**src/rtl/usb_otg_irq_ctrl.sv**
```systemverilog
module usb_otg_irq_ctrl #(
  parameter int DW = 32
) (
  input  logic          clk,
  input  logic          rst_n,
  input  logic          is_host,
  input  logic          spd_hs_fs,
  input  logic          sof_evt,
  input  logic          otg_sub_any,
  input  logic          wkup_evt,
  input  logic          sessreq_evt,
  input  logic          disc_evt,
  input  logic          acc_valid,
  input  logic          acc_host_rgn,
  input  logic          acc_dev_rgn,
  input  logic          cfg_wr,
  input  logic          cfg_sel,
  input  logic [DW-1:0] cfg_wdata,
  output logic [DW-1:0] cfg_rdata,
  output logic          irq
);

  localparam int B_ROLE = 0;
  localparam int B_MISM = 1;
  localparam int B_OTG  = 2;
  localparam int B_SOF  = 3;
  localparam int B_DISC = 29;
  localparam int B_SESS = 30;
  localparam int B_WAKE = 31;

  localparam logic [DW-1:0] ONE = {{(DW-1){1'b0}}, 1'b1};
  localparam logic [DW-1:0] W1C_BITS = (ONE << B_MISM) | (ONE << B_SOF) |
                                       (ONE << B_DISC) | (ONE << B_SESS) | (ONE << B_WAKE);
  localparam logic [DW-1:0] EN_BITS  = W1C_BITS | (ONE << B_OTG);

  logic [DW-1:0] sticky_q, en_q, set_v, clr_v, status;
  logic          otg_q, mism;

  assign mism = acc_valid & ((acc_host_rgn & ~is_host) | (acc_dev_rgn & is_host));

  always_comb begin
    set_v = '0;
    set_v[B_MISM] = mism;
    set_v[B_SOF]  = sof_evt & spd_hs_fs;
    set_v[B_DISC] = disc_evt;
    set_v[B_SESS] = sessreq_evt;
    set_v[B_WAKE] = wkup_evt;
  end

  assign clr_v = (cfg_wr && !cfg_sel) ? (cfg_wdata & W1C_BITS) : '0;

  always_ff @(posedge clk) begin
    if (!rst_n) begin
      sticky_q <= '0;
      en_q     <= '0;
      otg_q    <= 1'b0;
    end else begin
      sticky_q <= ((sticky_q & ~clr_v) | set_v) & W1C_BITS;
      otg_q    <= otg_sub_any;
      if (cfg_wr && cfg_sel)
        en_q <= cfg_wdata & EN_BITS;
    end
  end

  always_comb begin
    status = sticky_q;
    status[B_OTG]  = otg_q;
    status[B_ROLE] = is_host;
  end

  assign cfg_rdata = cfg_sel ? en_q : status;
  assign irq = |(status & en_q);


  no_enable_quiet_chk: assert property (@(posedge clk) disable iff (!rst_n)
    (en_q == '0) |-> !irq);


  sof_set_chk: assert property (@(posedge clk) disable iff (!rst_n)
    (sof_evt && spd_hs_fs) |=> status[B_SOF]);


  disc_set_chk: assert property (@(posedge clk) disable iff (!rst_n)
    disc_evt |=> status[B_DISC]);


  w1c_clear_chk: assert property (@(posedge clk) disable iff (!rst_n)
    (cfg_wr && !cfg_sel && cfg_wdata[B_WAKE] && !wkup_evt) |=> !status[B_WAKE]);


  sof_lowspd_chk: assert property (@(posedge clk) disable iff (!rst_n)
    (!status[B_SOF] && !(sof_evt && spd_hs_fs)) |=> !status[B_SOF]);


  otg_follow_chk: assert property (@(posedge clk) disable iff (!rst_n)
    otg_sub_any |=> status[B_OTG]);


  otg_drop_chk: assert property (@(posedge clk) disable iff (!rst_n)
    !otg_sub_any |=> !status[B_OTG]);


  mism_set_chk: assert property (@(posedge clk) disable iff (!rst_n)
    (acc_valid && acc_host_rgn && !is_host) |=> status[B_MISM]);


  irq_needs_en_chk: assert property (@(posedge clk) disable iff (!rst_n)
    irq |-> (en_q != '0));


  set_wins_chk: assert property (@(posedge clk) disable iff (!rst_n)
    (cfg_wr && !cfg_sel && cfg_wdata[B_SOF] && sof_evt && spd_hs_fs) |=> status[B_SOF]);


  en_reserved_chk: assert property (@(posedge clk) disable iff (!rst_n)
    (en_q & ~EN_BITS) == '0);

endmodule

```
**config.mk**
```make
export PLATFORM = sky130hd
export DESIGN_NAME = usb_otg_irq_ctrl
export DESIGN_NICKNAME = d
export VERILOG_FILES = /design/src/rtl/usb_otg_irq_ctrl.sv
export SDC_FILE = /design/constraint.sdc
export NUM_CORES = 1
export LEC_CHECK = 0
export BUFFER_PORTS_ARGS = -buffer_cell sky130_fd_sc_hd__buf_4
export CAP_MARGIN = 20
export CORE_UTILIZATION = 31
export CTS_BUF_LIST = sky130_fd_sc_hd__clkbuf_16
export CTS_CLUSTER_DIAMETER = 150
export DETAILED_ROUTE_END_ITERATION = 16
export GPL_ROUTABILITY_DRIVEN = 0
export MAX_ROUTING_LAYER = met4
export PLACE_DENSITY_LB_ADDON = 0.25
export SKIP_LAST_GASP = 1
export SLEW_MARGIN = 25
export SYNTH_ARGS = -nofsm -noshare
export SYNTH_HDL_FRONTEND = slang
export SYNTH_SLANG_ARGS = --single-unit
```
**constraint.sdc**
```tcl
create_clock -name clk -period 0.8 [get_ports clk]
set_input_delay 0.12 -clock clk [delete_from_list [all_inputs] [get_ports clk]]
set_output_delay 0.12 -clock clk [all_outputs]
set_load 0.01 [all_outputs]
```
==> flow_summary.ini <==
[setup_path]
cp.required_ps = 680
start_kind = flip-flop
cp.arrival_ps = 990
critPathMaxFanout = 3
endpoint_kind = output port
path_class = reg -> out

[final_layout]
antenna-diode-count = 0
nets = 171
drive_gt1_frac = 0.520
syn_to_final_growth_pct = 47.0

[timing]
timing.final.max_slew_violations = 0
fin_ws_ps = -307
post-route-min-period_ps = 1110
period_share = 1.38
finalClockSkew_ps = 0
hold_viol = 0
fin_tns_setup_ps = -1910
fmax_mhz = 904
hold_ws_ps = 65.0
setup_violations = 7
rsz0062_at_grt = yes

[synthesis]
ys_ff_latch = 12
synth_top_area_frac = 0.310
synth.most_common_cell = buf_4
yosysTopAreaCell = dfxtp_1
avgSynthCellArea_um2 = 8.70
synth-simple-area-share = 0.129
synth_flop_cell = dfxtp_1
muxShareOfSynthArea = 0.102
netlist-cell-type-count = 21
synth_edf_count = 0
syn-instance-count = 89
synthTopCellsByArea = dfxtp_1, buf_4, mux2_2
synthAdderAreaFrac = 0
ys_async_sr_fraction = 0
yosysWarnings = 0
synth-compound-area-share = 0.168
synth_commonest_cells = buf_4, dfxtp_1, nand2_1
netlist_area_um2 = 774
synth_top_family_by_area = buffers and inverters
synth_xor_area_frac = 0
ys_seq_area_frac = 0.310

[global_route]
grt_max_degree = 14
grt_pass1_vias = 617
grt_pass1_wl_um = 2650
antenna_found_initial = 0
grt_use_total = 0.141
grt_overflow_total = 0

[route]
wl_met2_um = 848
wl_met3_um = 100
via_per_inst = 4.38
drc_errors = 0
vias = 662
wl_per_cell_um = 11.1
wl_met1_um = 714
ant_nets = 0
drt_iter0_markers = 10
top_layer_used = met4
firstDrtPassIters = 4
routed_wl_um = 1670

[cts]
clkTransAtPathRegs_ps = 40
cts_tree = yes
cts_buffers = 3
cts_sinks = 12
root_buffer = clkbuf_16
htree_levels = 1
clk_latency_ps = 230
cts_hold_buf = 0
cts_buffer_depth = 2

[outcome]
run_status = complete, but fails checks
violations = negative setup slack

[power_and_ir_drop]
total_power_uw = 1970
powerDensity_nw_per_um2 = 1730
p_leak_uw = 0.000557
vdd_drop_max_mv = 1.08

[floorplan]
core_um2 = 2280
rows = 17
die_x_um = 52.0
initial_utilization = 0.340
fp.dieH_um = 52.0
die_area_um2 = 2700
pin_count = 79

[run]
maxCapViolCount = 0

[min_path]
hold_class = in -> reg

[placement]
io_buffers = 27
dp_hpwl_um = 1230
[cell families after synthesis]
logic type	Yosys count
muxes	7
and+or+nand+nor	19
other	1
DFF	12
AOI/OAI and AO/OA	19
buffers and inverters	31
[through the flow]
stage	util	setup WS, ps	area [um2]	cells
2_1_floorplan	-	17.5	865	113
3_3_place_gp	0.412	-127	937	146
3_5_place_dp	0.412	-125	937	146
4_1_cts	0.491	-314	1120	151
5_1_grt	0.500	-358	1140	151
6_report	0.500	-307	1140	151
[state kept, by name, summed over array words and instances (netlist names)]
name,cells
otg_q,1
en_q,6
sticky_q,5
[layer usage]
| metal | GRT usage | up-vias |
|---|---|---|
| met5 | - | - |
| met4 | 0.0811 | 0 |
| met3 | 0.0263 | 2 |
| met2 | 0.220 | 32 |
| met1 | 0.168 | 307 |
| li1 | - | 321 |
[critical path, stage by stage, from the launching register on]
cell	delay [ps]
dfxtp_2	320
a22oi_2	190
nand3_1	90
buf_4	150
[power by group]
group,total (uW),switching (uW),internal [uW]
Sequential,677,32.1,645
Combinational,408,176,233
Clock,887,238,649
[cell usage in the layout (no fill, tap or decap)]
cell       instances
inv_1              3
a31oi_1            3
and2b_2            1
mux2_2             3
bufbuf_16          1
nand2_2            1
buf_12             1
dfxtp_2           12
a22oi_2            3
o21ai_0            3
buf_6              7
nand2_1            7
a21boi_1           6
and2_1             1
a31o_2             1
nor2b_4            1
and2_0             1
a21boi_0           1
a21oi_1            1
nand3_1            7
buf_4             26
o21a_1             1
clkbuf_16          3
conb_1            25
mux2_4             4
[final timing paths]
path	from	endpoint	slack, ps	cells after the start
worst max-delay path	sticky_q[1]	irq	-310	3
worst min-delay path	cfg_wdata[29]	sticky_q[29]	70	2
worst max register to register	sticky_q[1]	sticky_q[1]	80	3
worst min register to register	en_q[1]	en_q[1]	460	2
[cell type report]
cell class	instances	area, um2
tap	28	35.0
fill	210	1140
sequential	12	255
clock buffer	3	75.1
multi-input combinational	70	435
timing repair buffer	35	327
inverter	3	11.3
[timing repair]
item,4_1_cts,5_1_grt
pin swaps,3,2
resized for setup,23,7
buffers inserted,1,0
gates cloned,1,0
setup endpoints to repair,8,10
No activity file was read; power rests on OpenSTA's default activity.
